File: config.mk
export PLATFORM = sky130hd
export DESIGN_NAME = capture_ctrl
export DESIGN_NICKNAME = d
export VERILOG_FILES = /design/src/rtl/cap_pkg.sv /design/src/rtl/cap_pend_cnt.sv /design/src/rtl/cap_idle_track.sv /design/src/rtl/cap_trigger.sv /design/src/rtl/cap_regif.sv /design/src/rtl/capture_ctrl.sv
export SDC_FILE = /design/constraint.sdc
export NUM_CORES = 1
export LEC_CHECK = 0
export BUFFER_PORTS_ARGS = -buffer_cell sky130_fd_sc_hd__buf_2
export CAP_MARGIN = 20
export CORE_MARGIN = 2
export CORE_UTILIZATION = 40
export CTS_CLUSTER_DIAMETER = 100
export DETAILED_ROUTE_END_ITERATION = 10
export PLACE_DENSITY = 0.67
export SYNTH_ARGS = -nofsm -noshare
export SYNTH_HDL_FRONTEND = slang
export SYNTH_SLANG_ARGS = --single-unit
File: constraint.sdc
create_clock -name clk -period 2 [get_ports clk]
set_input_delay 0.1 -clock clk [delete_from_list [all_inputs] [get_ports clk]]
set_output_delay 0.1 -clock clk [all_outputs]
set_load 0.005 [all_outputs]
File: src/rtl/cap_pkg.sv
package cap_pkg;

    typedef enum logic [1:0] {
        CAP_OFF   = 2'd0,
        CAP_ARM   = 2'd1,
        CAP_ON    = 2'd2,
        CAP_DRAIN = 2'd3
    } cap_state_e;

    typedef struct packed {
        logic valid;
        logic run;
        logic clear;
    } cap_cmd_t;

    localparam int NUM_PEND = 3;

endpackage

File: src/rtl/cap_pend_cnt.sv
module cap_pend_cnt #(
    parameter int OUT_W = 8
) (
    input  logic             clk,
    input  logic             rst_n,
    input  logic             inc,
    input  logic             dec,
    output logic             drains,
    output logic [OUT_W-1:0] count
);
    logic [OUT_W-1:0] step;

    assign step   = {{(OUT_W-1){1'b0}}, dec};
    assign drains = (count == step);

    always_ff @(posedge clk) begin
        if (!rst_n) begin
            count <= '0;
        end else if (inc && !dec) begin
            count <= count + OUT_W'(1);
        end else if (dec && !inc) begin
            count <= count - OUT_W'(1);
        end
    end
endmodule

File: src/rtl/cap_idle_track.sv
module cap_idle_track
    import cap_pkg::*;
#(
    parameter int OUT_W = 8
) (
    input  logic clk,
    input  logic rst_n,
    input  logic aw_valid,
    input  logic aw_ready,
    input  logic w_valid,
    input  logic w_ready,
    input  logic w_last,
    input  logic b_valid,
    input  logic b_ready,
    input  logic ar_valid,
    input  logic ar_ready,
    input  logic r_valid,
    input  logic r_ready,
    input  logic r_last,
    output logic idle_o
);
    logic [NUM_PEND-1:0] inc_v, dec_v, drains_v;
    logic                b_hs, r_end, any_req, idle_q;

    assign b_hs    = b_valid && b_ready;
    assign r_end   = r_valid && r_ready && r_last;
    assign any_req = aw_valid || w_valid || ar_valid;

    // slot 0: write addresses, slot 1: finished write bursts, slot 2: reads
    assign inc_v = {ar_valid && ar_ready,
                    w_valid && w_ready && w_last,
                    aw_valid && aw_ready};
    assign dec_v = {r_end, b_hs, b_hs};

    for (genvar g = 0; g < NUM_PEND; g++) begin : g_pend
        logic [OUT_W-1:0] cnt_unused;
        cap_pend_cnt #(.OUT_W(OUT_W)) u_cnt (
            .clk    (clk),
            .rst_n  (rst_n),
            .inc    (inc_v[g]),
            .dec    (dec_v[g]),
            .drains (drains_v[g]),
            .count  (cnt_unused)
        );
    end

    always_ff @(posedge clk) begin
        if (!rst_n) begin
            idle_q <= 1'b1;
        end else if (any_req) begin
            idle_q <= 1'b0;
        end else if (&drains_v) begin
            idle_q <= 1'b1;
        end
    end

    assign idle_o = idle_q;


    busy_marks_chk: assert property (@(posedge clk) disable iff (!rst_n)
        any_req |=> !idle_o);


    idle_needs_quiet_chk: assert property (@(posedge clk) disable iff (!rst_n)
        $rose(idle_o) |-> $past(!any_req));
endmodule

File: src/rtl/cap_trigger.sv
module cap_trigger
    import cap_pkg::*;
#(
    parameter int CNT_W = 32
) (
    input  logic             clk,
    input  logic             rst_n,
    input  cap_cmd_t         cmd,
    input  logic             bus_idle,
    output logic             capturing,
    output logic             armed,
    output logic             clear_pulse,
    output logic [CNT_W-1:0] active_cnt
);
    cap_state_e st_q, st_d;
    logic       clear_q;

    // next-state logic
    always_comb begin
        st_d = st_q;
        if (cmd.valid && cmd.clear) begin
            st_d = CAP_OFF;
        end else if (cmd.valid) begin
            unique case (st_q)
                CAP_OFF:   st_d = cmd.run ? CAP_ARM : CAP_OFF;
                CAP_ARM:   st_d = cmd.run ? CAP_ARM : CAP_OFF;
                CAP_ON:    st_d = cmd.run ? CAP_ON  : CAP_DRAIN;
                CAP_DRAIN: st_d = cmd.run ? CAP_ON  : CAP_DRAIN;
                default:   st_d = CAP_OFF;
            endcase
        end else begin
            unique case (st_q)
                CAP_ARM:   if (bus_idle) st_d = CAP_ON;
                CAP_DRAIN: if (bus_idle) st_d = CAP_OFF;
                default:   st_d = st_q;
            endcase
        end
    end

    // state register
    always_ff @(posedge clk) begin
        if (!rst_n) begin
            st_q <= CAP_OFF;
        end else begin
            st_q <= st_d;
        end
    end

    // outputs decoded from state
    always_comb begin
        unique case (st_q)
            CAP_OFF:   begin capturing = 1'b0; armed = 1'b0; end
            CAP_ARM:   begin capturing = 1'b0; armed = 1'b1; end
            CAP_ON:    begin capturing = 1'b1; armed = 1'b0; end
            CAP_DRAIN: begin capturing = 1'b1; armed = 1'b0; end
            default:   begin capturing = 1'b0; armed = 1'b0; end
        endcase
    end

    always_ff @(posedge clk) begin
        if (!rst_n) begin
            clear_q <= 1'b0;
        end else begin
            clear_q <= cmd.valid && cmd.clear;
        end
    end

    assign clear_pulse = clear_q;

    always_ff @(posedge clk) begin
        if (!rst_n || clear_q) begin
            active_cnt <= '0;
        end else if (capturing) begin
            active_cnt <= active_cnt + CNT_W'(1);
        end
    end


    start_at_idle_chk: assert property (@(posedge clk) disable iff (!rst_n)
        $rose(capturing) |-> $past(bus_idle));


    stop_at_idle_chk: assert property (@(posedge clk) disable iff (!rst_n)
        $fell(capturing) |-> ($past(bus_idle) || $past(cmd.valid && cmd.clear)));


    active_step_chk: assert property (@(posedge clk) disable iff (!rst_n)
        (capturing && !clear_pulse) |=> (active_cnt == $past(active_cnt) + CNT_W'(1)));


    active_hold_chk: assert property (@(posedge clk) disable iff (!rst_n)
        (!capturing && !clear_pulse) |=> $stable(active_cnt));


    clear_zero_chk: assert property (@(posedge clk) disable iff (!rst_n)
        clear_pulse |=> (active_cnt == '0));
endmodule

File: src/rtl/cap_regif.sv
module cap_regif
    import cap_pkg::*;
#(
    parameter int ADDR_W = 7,
    parameter int CNT_W  = 32
) (
    input  logic              clk,
    input  logic              rst_n,
    input  logic              s_awvalid,
    output logic              s_awready,
    input  logic [ADDR_W-1:0] s_awaddr,
    input  logic              s_wvalid,
    output logic              s_wready,
    input  logic [31:0]       s_wdata,
    input  logic [3:0]        s_wstrb,
    output logic              s_bvalid,
    input  logic              s_bready,
    input  logic              s_arvalid,
    output logic              s_arready,
    input  logic [ADDR_W-1:0] s_araddr,
    output logic              s_rvalid,
    input  logic              s_rready,
    output logic [31:0]       s_rdata,
    input  logic [CNT_W-1:0]  active_cnt,
    input  logic              capturing,
    input  logic              armed,
    input  logic              clear_pulse,
    output cap_cmd_t          cmd
);
    localparam int                WORD_W   = ADDR_W - 2;
    localparam logic [WORD_W-1:0] CTRL_IDX = {WORD_W{1'b1}};
    localparam logic [WORD_W-1:0] ACT_IDX  = '0;

    logic              wr_go, rd_go, bvalid_q, rvalid_q;
    logic [WORD_W-1:0] aw_word, ar_word;
    logic [31:0]       rd_mux, rdata_q;
    logic              addr_lsb_unused;
    logic              strb_unused;
    logic              data_unused;

    assign aw_word         = s_awaddr[ADDR_W-1:2];
    assign ar_word         = s_araddr[ADDR_W-1:2];
    assign addr_lsb_unused = |{s_awaddr[1:0], s_araddr[1:0]};
    assign strb_unused     = |s_wstrb[3:1];
    assign data_unused     = |s_wdata[31:2];

    assign wr_go     = s_awvalid && s_wvalid && (!bvalid_q || s_bready);
    assign s_awready = wr_go;
    assign s_wready  = wr_go;

    assign cmd.valid = wr_go && (aw_word == CTRL_IDX) && s_wstrb[0];
    assign cmd.run   = s_wdata[0];
    assign cmd.clear = s_wdata[1] && !s_wdata[0];

    always_ff @(posedge clk) begin
        if (!rst_n) begin
            bvalid_q <= 1'b0;
        end else if (wr_go) begin
            bvalid_q <= 1'b1;
        end else if (s_bready) begin
            bvalid_q <= 1'b0;
        end
    end
    assign s_bvalid = bvalid_q;

    assign rd_go     = s_arvalid && (!rvalid_q || s_rready);
    assign s_arready = rd_go;

    always_comb begin
        if (ar_word == ACT_IDX) begin
            rd_mux = 32'(active_cnt);
        end else if (ar_word == CTRL_IDX) begin
            rd_mux = {29'b0, capturing, clear_pulse, armed};
        end else begin
            rd_mux = '0;
        end
    end

    always_ff @(posedge clk) begin
        if (!rst_n) begin
            rvalid_q <= 1'b0;
            rdata_q  <= '0;
        end else if (rd_go) begin
            rvalid_q <= 1'b1;
            rdata_q  <= rd_mux;
        end else if (s_rready) begin
            rvalid_q <= 1'b0;
        end
    end
    assign s_rvalid = rvalid_q;
    assign s_rdata  = rdata_q;


    write_ack_chk: assert property (@(posedge clk) disable iff (!rst_n)
        $rose(s_bvalid) |-> $past(s_awvalid && s_wvalid));


    read_ack_chk: assert property (@(posedge clk) disable iff (!rst_n)
        $rose(s_rvalid) |-> $past(s_arvalid));
endmodule

File: src/rtl/capture_ctrl.sv
module capture_ctrl
    import cap_pkg::*;
#(
    parameter int ADDR_W = 7,
    parameter int CNT_W  = 32,
    parameter int OUT_W  = 8
) (
    input  logic              clk,
    input  logic              rst_n,
    input  logic              s_awvalid,
    output logic              s_awready,
    input  logic [ADDR_W-1:0] s_awaddr,
    input  logic              s_wvalid,
    output logic              s_wready,
    input  logic [31:0]       s_wdata,
    input  logic [3:0]        s_wstrb,
    output logic              s_bvalid,
    input  logic              s_bready,
    output logic [1:0]        s_bresp,
    input  logic              s_arvalid,
    output logic              s_arready,
    input  logic [ADDR_W-1:0] s_araddr,
    output logic              s_rvalid,
    input  logic              s_rready,
    output logic [31:0]       s_rdata,
    output logic [1:0]        s_rresp,
    input  logic              m_awvalid,
    input  logic              m_awready,
    input  logic              m_wvalid,
    input  logic              m_wready,
    input  logic              m_wlast,
    input  logic              m_bvalid,
    input  logic              m_bready,
    input  logic              m_arvalid,
    input  logic              m_arready,
    input  logic              m_rvalid,
    input  logic              m_rready,
    input  logic              m_rlast,
    output logic              capturing,
    output logic              clear_pulse,
    output logic [CNT_W-1:0]  active_time
);
    cap_cmd_t cmd;
    logic     bus_idle, armed;

    assign s_bresp = 2'b00;
    assign s_rresp = 2'b00;

    cap_regif #(.ADDR_W(ADDR_W), .CNT_W(CNT_W)) u_regif (
        .clk         (clk),
        .rst_n       (rst_n),
        .s_awvalid   (s_awvalid),
        .s_awready   (s_awready),
        .s_awaddr    (s_awaddr),
        .s_wvalid    (s_wvalid),
        .s_wready    (s_wready),
        .s_wdata     (s_wdata),
        .s_wstrb     (s_wstrb),
        .s_bvalid    (s_bvalid),
        .s_bready    (s_bready),
        .s_arvalid   (s_arvalid),
        .s_arready   (s_arready),
        .s_araddr    (s_araddr),
        .s_rvalid    (s_rvalid),
        .s_rready    (s_rready),
        .s_rdata     (s_rdata),
        .active_cnt  (active_time),
        .capturing   (capturing),
        .armed       (armed),
        .clear_pulse (clear_pulse),
        .cmd         (cmd)
    );

    cap_idle_track #(.OUT_W(OUT_W)) u_idle (
        .clk      (clk),
        .rst_n    (rst_n),
        .aw_valid (m_awvalid),
        .aw_ready (m_awready),
        .w_valid  (m_wvalid),
        .w_ready  (m_wready),
        .w_last   (m_wlast),
        .b_valid  (m_bvalid),
        .b_ready  (m_bready),
        .ar_valid (m_arvalid),
        .ar_ready (m_arready),
        .r_valid  (m_rvalid),
        .r_ready  (m_rready),
        .r_last   (m_rlast),
        .idle_o   (bus_idle)
    );

    cap_trigger #(.CNT_W(CNT_W)) u_trig (
        .clk         (clk),
        .rst_n       (rst_n),
        .cmd         (cmd),
        .bus_idle    (bus_idle),
        .capturing   (capturing),
        .armed       (armed),
        .clear_pulse (clear_pulse),
        .active_cnt  (active_time)
    );
endmodule

==> results.md, run 1 <==
- GRT Total Usage: a little under a fifth
- Comb pwr share: 24.3%
- Drt drc: 0
- Die Wd: approximately 120 um
- Status: finished clean
- Detailed Place HPWL: 9340 um
- Synth area leader: dfxtp_1
- Crit. End Element: flip-flop
- Antenna Violating Nets Remaining: 0
- Worst r2r dst: u_trig.active_cnt[22]
- CTS Buffer Depth: 2
- Startpoint types: flip-flop
- Post-synth top cells: dfxtp_1, nand2_1, nand3_1
- Static leakage: ~2.7 nW
- Vias per inst: between 5 and 6
- DRT Wirelength: 12600 um
- Clock Skews: a little under 0.008 ns
- Synth Area in Compound Gates: about 18%
- RR Startpoint: u_trig.active_cnt[6]
- R2r setup slk: between 0.05 and 0.06 ns
- Synth unique cells: 49
- Slew Viols, Final: 0
- First-pass GRT wire length: 20600 um
- Root buffer cell: clkbuf_16
- Final period util: 97.3%
- Internal power: ~0.0036 W
- Area delta synth->final: 27.7%
- Inst Count DP: between 800 and 900
- Final Hold Viols: 0
- Slowest cell delay on critical path: approximately 0.69 ns
- DRT Pass-1 Iters: 5
- Vias in the first global route: around 4500
- CP arrival: 2.23 ns
- Die area: about 13000 um^2
- Ys flop type: dfxtp_1
- Via count: 4839
- Ys async rst share: 0%
- Pwr dens: slightly below 800 nW/um^2
- RSZ-0062 raised after global routing: true
- Switch share: between 20 and 30%
- Syn Inst Count: just under 600
- Adder and majority gate portion of the synthesized area: between 6 and 7%
- Wire per inst: roughly 14 um
- Worst vdd ir: just under 0.0005 V
- CP max-delay cell: or4_4
- Most frequent cell after synthesis: dfxtp_1
- Syn Area/Cell: ~8.5 um^2
- Routability cong.: between 0.8 and 0.9
- Hold crit path type: in2reg
- Ys Warns: 0
- Final count of negative-setup-slack endpoints: 0
- Worst r2r path cells: 4
- Register area share after synthesis: 37.5%
- CTS buffer count: 9
- Largest net degree at the start of global routing: 35
- Core Rows: 40
- Fin Hold WS: 0.0245 ns
- Final instance area: roughly 6400 um^2
- Max-cap violations: 0
- Initial antenna violation count: 1
- Post-Synth XOR/XNOR Area: under 10%
- Htree depth: 3
- Sequential power share: about two fifths
- Min-delay src: s_wvalid
- Crit path from: u_trig.active_cnt[6]
- Placement-stage cell area: 6080 um^2
- Clk_lat worst skew: 0.35 ns
- DRT iter0 DRCs: 243
- P_sw: around 0.0015 W
- Mux contribution to synthesized area: under 10%
- Clock power share: about a third
- Largest family of logic cells by synthesized area: simple AND/OR/NAND/NOR gates
- Reg clk slew, reported paths: about 0.070 ns
- Post-Syn Area: ~5000 um^2
- Final std cells w/o fill: 910
- TritonCTS clock tree: done
- Synth area leaders: dfxtp_1, ha_1, nand3_1
- Post-synth EDFFs: 0
- IO Pins: ~140
- CP Data Required Time: 2.28 ns
- Ant diodes: 0
- Clock Sinks: 94
- NumNets Final: ~830
- Die Y: ~120 um
- Initial core utilization: 41.5%
- Port Buf Inserts: around 100
- CP Cell Sequence: nand4_2, or4_4, or4_1, a21oi_1
- CP endpoint: u_trig.active_cnt[22]
- Synthesized flop and latch total: 94
- Crit Path Class: reg2reg
- Crit-path max FO: 21
- Synth top area share: a little under two fifths
- Global route overflow: 0
- Fmax: around 0.51 GHz
- Total core area: between 10000 and 15000 um^2
- Share of layout cells above drive strength 1: between 20% and 30%
- Post-route minimum period: slightly below 2 ns
- Post-synthesis simple-gate area fraction: between 20% and 30%
==> cells by family (layout without fill, tap and decap cells) <==
group,after synthesis,count (layout)
and+or+nand+nor,252,252
AOI/OAI and AO/OA,137,137
DFF,94,94
buffers and inverters,47,193
xor gates and xnor gates,28,28
adders and majority gates,26,26
muxes,8,8
other,1,4
==> cells in the final DEF (no fill, tap or decap), types with 7 or more instances in the layout <==
master / instances
nor2b_1: 7
xnor2_1: 12
a21oi_1: 23
nand4_1: 10
nor4_1: 7
dfxtp_1: 94
ha_1: 22
and2_1: 10
a21o_1: 9
a21boi_0: 32
a211oi_1: 7
buf_4: 65
buf_2: 102
nand3_1: 56
and3_1: 8
or3_1: 9
nand2_1: 62
or4_1: 11
o21ai_0: 28
nor3_1: 12
mux2i_1: 7
nand2b_1: 11
nor2_1: 29
clkbuf_16: 9
xor2_1: 16
==> sequential cells by signal (all words and copies together), names as in the netlist <==
signal,count
u_idle.g_pend.u_cnt.count,24
u_trig.active_cnt,32
u_idle.idle_o,1
u_trig.st_q,2
u_trig.clear_pulse,1
u_regif.s_rvalid,1
u_regif.s_rdata,32
u_regif.s_bvalid,1
==> layout make-up <==
type	count	area [um^2]
clock inverter	6	71.3
fill	1184	5700
timing repair buffer	168	1010
inverter	9	33.8
clock buffer	10	229
sequential	94	1880
multi-input combinational	455	2980
tap	168	210
==> through the flow <==
step	power, W	utilization, %	setup WS, ns	TNS, ns
final	0.00509	52.9	0.0541	0
after global routing	0.00539	52.9	-0.0147	-0.0258
after CTS	0.00513	52.8	0.00833	0
after detailed placement	0.00336	50.2	-0.197	-0.522
after global placement	0.00333	50.2	-0.125	-0.352
after floorplan	0.00298	-	-0.0151	-0.0151
==> repair_timing <==
item / in CTS / in global routing
setup endpoints to repair: 0 / 6
setup buffers: 0 / 1
hold endpoints to repair: 1 / 0
resized for setup: 0 / 3
hold buffers: 1 / 0
==> worst max-delay path, delay by kind of cell (launching register included) <==
family	cells	cell delay (ns)
AOI/OAI and AO/OA	1	0.17
and+or+nand+nor	3	1.36
DFF	1	0.35
==> power groups by stage <==
stage                     combinational (W)  sequential, W  clock (W)
after CTS                           0.00123        0.00210    0.00179
after detailed placement            0.00122        0.00215          0
after floorplan                    0.000853        0.00212          0
after global routing                0.00140        0.00212    0.00187
after global placement              0.00119        0.00214          0
final                               0.00124        0.00211    0.00175
==> metal layers <==
| layer | track usage [%] | vias to the layer above | wire length [um] |
|---|---|---|---|
| met1 | 24.7 | 2277 | 6020 |
| met3 | 3.50 | 18 | 485 |
| met2 | 31.4 | 96 | 5860 |
| met4 | 7.54 | 0 | 220 |
| li1 | - | 2448 | - |
| met5 | 0 | - | 0 |
==> how the worst min path moves through the flow <==
stage / to / slack (ns) / cells after the start
after global routing: u_regif.s_bvalid / 0.07 / 3
after global placement: u_regif.s_rvalid / 0.36 / 3
after CTS: u_regif.s_bvalid / 0.01 / 3
after floorplan: u_regif.s_rvalid / 0.24 / 2
after detailed placement: u_regif.s_rvalid / 0.37 / 3
final: u_regif.s_bvalid / 0.02 / 3
Power figures use the tool's default switching activity.
==> inputs of run 2 (changes only) <==
--- a/config.mk
+++ b/config.mk
@@ -11,7 +11,7 @@
 export CORE_UTILIZATION = 40
 export CTS_CLUSTER_DIAMETER = 100
 export DETAILED_ROUTE_END_ITERATION = 10
-export PLACE_DENSITY = 0.67
+export MAX_ROUTING_LAYER = met4
 export SYNTH_ARGS = -nofsm -noshare
 export SYNTH_HDL_FRONTEND = slang
 export SYNTH_SLANG_ARGS = --single-unit
==> constraint.sdc (replaced) <==
create_clock -name clk -period 2.21 [get_ports clk]
set_input_delay 0.1105 -clock clk [delete_from_list [all_inputs] [get_ports clk]]
set_output_delay 0.1105 -clock clk [all_outputs]
set_load 0.005 [all_outputs]
==> results.md, run 2 (synthesis results as in run 1) <==
- Met2 global-route usage: 30.7% (was 31.4%)
- Worst r2r dst: u_idle.g_pend[2].u_cnt.count[6] (was u_trig.active_cnt[22])
- Post-route minimum period: 2.07 ns (was 1.95 ns)
- Sequential power share: 41.6% (was 41.4%)
- CP arrival: 2.29 ns (was 2.23 ns)
- GRT Total Usage: 19.9% (was 19.0%)
- Routability cong.: 0.822 (was 0.834)
- Area occupied by multi-input gates: 2950 um^2 (was 2980 um^2)
- Initial core utilization: 41.5% (unchanged)
- Worst hold path depth: 3 (unchanged)
- Clock Skews: 0.0116 ns (was 0.00772 ns)
- Hold Buf Count CTS: 0 (was 1)
- Number of fill cells: 1172 (was 1184)
- Met1 Resource Use GR: 25.9% (was 24.7%)
- First-pass GRT wire length: 20800 um (was 20600 um)
- IO Pins: 144 (unchanged)
- Worst r2r path cells: 5 (was 4)
- GRT Max-Usage Layer: met2 (unchanged)
- Startpoint types: flip-flop (unchanged)
- Core Rows: 40 (unchanged)
- DRT Wirelength: 12500 um (was 12600 um)
- Comb pwr share: 22.8% (was 24.3%)
- Port Buf Inserts: 102 (unchanged)
- Vias per inst: 5.38 (was 5.32)
- Largest net degree at the start of global routing: 41 (was 35)
- Final instance area: 6230 um^2 (was 6410 um^2)
- Clk_lat worst skew: 0.34 ns (was 0.35 ns)
- Storage cell area: 1880 um^2 (unchanged)
- Area delta synth->final: 24.0% (was 27.7%)
- Via count: 4770 (was 4839)
- Crit path from: u_idle.g_pend[2].u_cnt.count[1] (was u_trig.active_cnt[6])
- Final Hold Viols: 0 (unchanged)
- Crit. End Element: flip-flop (unchanged)
- Core Util, Final: 51.4% (was 52.9%)
- GR Util met3: 3.66% (was 3.50%)
- Fmax: 0.483 GHz (was 0.514 GHz)
- Vias in the first global route: 4426 (was 4467)
- P_sw: 0.00130 W (was 0.00150 W)
- Total core area: 12100 um^2 (unchanged)
- RSZ-0062 raised after global routing: false (was true)
- DRT iter0 DRCs: 243 (unchanged)
- Crit-path max FO: 4 (was 21)
- Wire per inst: 14.1 um (was 13.8 um)
- Max-cap violations: 0 (unchanged)
- Antenna Violating Nets Remaining: 0 (unchanged)
- Internal power: 0.00329 W (was 0.00359 W)
- Final std cells w/o fill: 886 (was 910)
- Initial antenna violation count: 0 (was 1)
- Die Y: 116 um (unchanged)
- Commonest cells after routing, fill and taps aside: buf_2, dfxtp_1, nand2_1 (was buf_2, dfxtp_1, buf_4)
- NumNets Final: 810 (was 832)
- Leading cell type in the layout, fill and taps excluded: buf_2 (unchanged)
- Drt drc: 0 (unchanged)
- Pwr Total: 0.00459 W (was 0.00509 W)
- Final period util: 93.7% (was 97.3%)
- Clock power share: 35.6% (was 34.4%)
- Die Wd: 116 um (unchanged)
- Slew Viols, Final: 0 (unchanged)
- DRT Pass-1 Iters: 4 (was 5)
- Hold crit path type: in2reg (unchanged)
- Post-CTS setup buffers: 0 (unchanged)
- Placement-stage cell area: 5920 um^2 (was 6080 um^2)
- Ant diodes: 0 (unchanged)
- R2r setup slk: 0.14 ns (was 0.05 ns)
- Reg clk slew, reported paths: 0.07 ns (about the same)
- Root buffer cell: clkbuf_16 (unchanged)
- CTS Buffer Depth: 2 (unchanged)
- RR Startpoint: u_idle.g_pend[2].u_cnt.count[1] (was u_trig.active_cnt[6])
- CP Data Required Time: 2.43 ns (was 2.28 ns)
- Clock Sinks: 94 (unchanged)
- CTS buffer count: 9 (unchanged)
- Inst Count DP: 872 (was 892)
- Final count of negative-setup-slack endpoints: 0 (unchanged)
- CP endpoint: u_idle.g_pend[2].u_cnt.count[6] (was u_trig.active_cnt[22])
- Switch share: 28.3% (was 29.5%)
- Htree depth: 3 (unchanged)
- Post-CTS sizing: 0 (unchanged)
- Detailed Place HPWL: 9110 um (was 9340 um)
- Status: finished clean (unchanged)
- Worst vdd ir: 0.000324 V (was 0.000491 V)
- Global route overflow: 0 (unchanged)
- Die area: 13500 um^2 (unchanged)
- Crit Path Class: reg2reg (unchanged)
- Static leakage: 2.57 nW (was 2.68 nW)
- TritonCTS clock tree: done (unchanged)
- Pwr dens: 736 nW/um^2 (was 795 nW/um^2)
- Share of layout cells above drive strength 1: 23.4% (was 27.0%)
==> run 2: changes by cell type in the layout (fill, tap and decap cells not counted), moves of 2 or more <==
| cell | previous run | this run |
|---|---|---|
| fa_2 | 2 | 0 |
| a211oi_2 | 3 | 0 |
| inv_1 | 6 | 9 |
| inv_2 | 3 | 0 |
| buf_4 | 65 | 44 |
| a211oi_1 | 7 | 10 |
| fa_1 | 1 | 3 |
==> run 2: per-stage QoR <==
step	hold slack, ns	setup TNS (ns)	worst slack (ns)
3_5_place_dp	0.382	-0.230	-0.0962
5_1_grt	0.0493	0	0.0417
6_report	0.0219	0	0.138
3_3_place_gp	0.371	-0.0831	-0.0440
2_1_floorplan	0.249	0	0.0800
4_1_cts	0.0152	0	0.141
==> run 2: metal layers <==
| metal | vias to the layer above | routed length (um) |
|---|---|---|
| met5 | - | 0 |
| met4 | 0 | 183 |
| met3 | 16 | 551 |
| met2 | 112 | 5690 |
| met1 | 2228 | 6100 |
| li1 | 2414 | - |
==> run 2: critical path, stage by stage, from the launching register on <==
cell and delay [ns]:
dfxtp_1 0.35, fa_1 0.42, a21o_1 0.21, a211oi_1 0.37, nor3_1 0.11, or4_1 0.50
==> run 2: cell type report <==
cell class	instances	share of cell area, %
flip-flops and latches	94	30.2
inverters	9	0.542
clock inverters	5	1.37
multi-input cells	455	47.4
repair buffers	146	13.5
clock buffers	9	3.62
well taps	168	3.38
==> run 2: power groups by stage <==
stage | clock [W] | sequential [W] | combinational, W
after floorplan | 0 | 0.00192 | 0.000752
after global placement | 0 | 0.00194 | 0.00102
after detailed placement | 0 | 0.00195 | 0.00103
after CTS | 0.00167 | 0.00191 | 0.00105
after global routing | 0.00174 | 0.00193 | 0.00118
final | 0.00163 | 0.00191 | 0.00104
==> run 2: worst min path at each step <==
stage / start / endpoint / slack (ns)
detailed placement: s_arvalid / u_regif.s_rvalid / 0.38
CTS: s_arvalid / u_regif.s_rvalid / 0.02
global route: s_arvalid / u_regif.s_rvalid / 0.05
global placement: s_arvalid / u_regif.s_rvalid / 0.37
floorplan: s_arvalid / u_regif.s_rvalid / 0.25
finish: s_arvalid / u_regif.s_rvalid / 0.02
==> inputs of run 3 (changes only) <==
==> constraint.sdc (replaced) <==
create_clock -name clk -period 2.1 [get_ports clk]
set_input_delay 0.105 -clock clk [delete_from_list [all_inputs] [get_ports clk]]
set_output_delay 0.105 -clock clk [all_outputs]
set_load 0.02 [all_outputs]
==> results.md, run 3 (synthesis results as in run 1) <==
- GRT Total Usage: 19.8% (was 19.9%)
- CP arrival: 2.21 ns (was 2.29 ns)
- Initial antenna violation count: 0 (unchanged)
- Root buffer cell: clkbuf_16 (unchanged)
- Pin slew with the least headroom to its limit: about 1.0 ns
- Total core area: 12100 um^2 (unchanged)
- Reg clk slew, reported paths: 0.06 ns (was 0.07 ns)
- Port Buf Inserts: 102 (unchanged)
- Worst r2r dst: u_idle.g_pend[1].u_cnt.count[6] (was u_idle.g_pend[2].u_cnt.count[6])
- Crit path from: u_idle.g_pend[1].u_cnt.count[1] (was u_idle.g_pend[2].u_cnt.count[1])
- Startpoint types: flip-flop (unchanged)
- DRT Wirelength: 12600 um (was 12500 um)
- Core Util, Final: 52.3% (was 51.4%)
- Htree depth: 3 (unchanged)
- RR Startpoint: u_idle.g_pend[1].u_cnt.count[1] (was u_idle.g_pend[2].u_cnt.count[1])
- Routability cong.: 0.831 (was 0.822)
- CP endpoint: u_idle.g_pend[1].u_cnt.count[6] (was u_idle.g_pend[2].u_cnt.count[6])
- CP max-delay cell: or4_1 (unchanged)
- Initial core utilization: 41.5% (unchanged)
- Static leakage: 2.64 nW (was 2.57 nW)
- Relative slew slack: 30.5%
- Crit Path Class: reg2reg (unchanged)
- Post-route minimum period: 2.00 ns (was 2.07 ns)
- Status: finished clean (unchanged)
- Drt drc: 0 (unchanged)
- Detailed Place HPWL: 9400 um (was 9110 um)
- CTS Buffer Depth: 2 (unchanged)
- RSZ-0062 raised after global routing: false (unchanged)
- Worst r2r path cells: 5 (unchanged)
- DRT Pass-1 Iters: 5 (was 4)
- Commonest cells after routing, fill and taps aside: buf_2, dfxtp_1, nand2_1 (unchanged)
- Die Wd: 116 um (unchanged)
- Hold crit path type: in2reg (unchanged)
- Die area: 13500 um^2 (unchanged)
- Vias per inst: 5.37 (was 5.38)
- Worst vdd ir: 0.000433 V (was 0.000324 V)
- Final count of negative-setup-slack endpoints: 0 (unchanged)
- Ant diodes: 0 (unchanged)
- Clock Sinks: 94 (unchanged)
- CTS buffer count: 9 (unchanged)
- Antenna Violating Nets Remaining: 0 (unchanged)
- First-pass GRT wire length: 20900 um (was 20800 um)
- Wire per inst: 14.0 um (was 14.1 um)
- Final Hold Viols: 0 (unchanged)
- Max-cap violations: 0 (unchanged)
- Vias in the first global route: 4459 (was 4426)
- Crit. End Element: flip-flop (unchanged)
- Via count: 4843 (was 4770)
- Post-CTS setup buffers: 0 (unchanged)
- Dpl ws: -0.220 ns (was -0.0962 ns)
- Final period util: 95.0% (was 93.7%)
- Final worst slack: 0.104 ns (was 0.138 ns)
- Hold Buf Count CTS: 0 (unchanged)
- Clk_lat worst skew: 0.35 ns (was 0.34 ns)
- IO Pins: 144 (unchanged)
- Leading cell type in the layout, fill and taps excluded: buf_2 (unchanged)
- Die Y: 116 um (unchanged)
- R2r setup slk: 0.10 ns (was 0.14 ns)
- Clock Skews: 0.00824 ns (was 0.0116 ns)
- Global route overflow: 0 (unchanged)
- DRT iter0 DRCs: 237 (was 243)
- CP Data Required Time: 2.31 ns (was 2.43 ns)
- TritonCTS clock tree: done (unchanged)
- Core Rows: 40 (unchanged)
- CP Cell Sequence: fa_1, a21o_1, a211oi_1, nor3_1, or4_1 (unchanged)
- Pwr dens: 760 nW/um^2 (was 736 nW/um^2)
- Area delta synth->final: 26.1% (was 24.0%)
- Share of layout cells above drive strength 1: 25.5% (was 23.4%)
- Fmax: 0.501 GHz (was 0.483 GHz)
- NumNets Final: 824 (was 810)
- Slew Viols, Final: 0 (unchanged)
- Slowest cell delay on critical path: 0.50 ns (about the same)
- Largest net degree at the start of global routing: 34 (was 41)
- Crit-path max FO: 4 (unchanged)
[run 3: changes by cell type in the layout (fill, tap and decap cells not counted), moves of 2 or more]
| cell | before | now |
|---|---|---|
| a211oi_2 | 0 | 2 |
| inv_2 | 0 | 2 |
| inv_1 | 9 | 7 |
| buf_4 | 44 | 58 |
| a211oi_1 | 10 | 8 |
[run 3: worst min-delay path by stage]
stage	end	cells after the start	slack, ns	startpoint
after detailed placement	u_regif.s_rvalid	3	0.38	s_arvalid
after global placement	u_regif.s_bvalid	3	0.37	s_wvalid
after global routing	u_regif.s_rvalid	3	0.03	s_arvalid
final	u_regif.s_rvalid	3	0.01	s_arvalid
after CTS	u_regif.s_rvalid	3	0.008	s_arvalid
after floorplan	u_regif.s_rvalid	2	0.24	s_arvalid
[run 3: metal layers]
| metal | up-vias | share of wire [%] | routed length [um] | track usage (%) |
|---|---|---|---|---|
| met5 | - | 0 | 0 | - |
| met4 | 0 | 1.8 | 225 | 7.78 |
| met3 | 17 | 5.1 | 638 | 3.35 |
| met2 | 115 | 47 | 5950 | 31.7 |
| met1 | 2281 | 46 | 5790 | 25.0 |
| li1 | 2430 | - | - | - |
[run 3: where the power goes]
part	total (W)	internal (W)	switching [W]
clock network	0.00164	0.000955	0.000688
registers	0.00201	0.00190	0.000113
logic	0.00116	0.000568	0.000596
total	0.00482	0.00342	0.00140
[run 3: worst max-delay path, delay by kind of cell (launching register included)]
family / cells / cell delay, ns
compound gates: 2 / 0.48
simple gates: 2 / 0.59
fa+ha+maj: 1 / 0.43
flops: 1 / 0.36
[run 3: through the flow]
step	cells	hold WS (ns)	power, W	cell area (um^2)	setup TNS [ns]
6_report	902	0.0139	0.00482	6330	0
4_1_cts	902	0.00838	0.00485	6320	0
2_1_floorplan	596	0.244	0.00283	5030	0
3_5_place_dp	886	0.376	0.00319	6020	-0.534
3_3_place_gp	886	0.366	0.00316	6020	-0.326
5_1_grt	902	0.0346	0.00509	6330	0
[run 3: what timing repair did]
action / 4_1_cts / 5_1_grt
setup endpoints to repair: 0 / 2
endpoints found under the hold margin: 0 / 0
resized for setup: 0 / 2
[run 3: layout make-up]
cell class | instances | area (um^2)
clock inverters | 5 | 58.8
fillers | 1195 | 5780
clock buffers | 11 | 243
flip-flops and latches | 94 | 1880
multi-input cells | 455 | 2960
repair buffers | 160 | 946
well taps | 168 | 210
inverters | 9 | 33.8
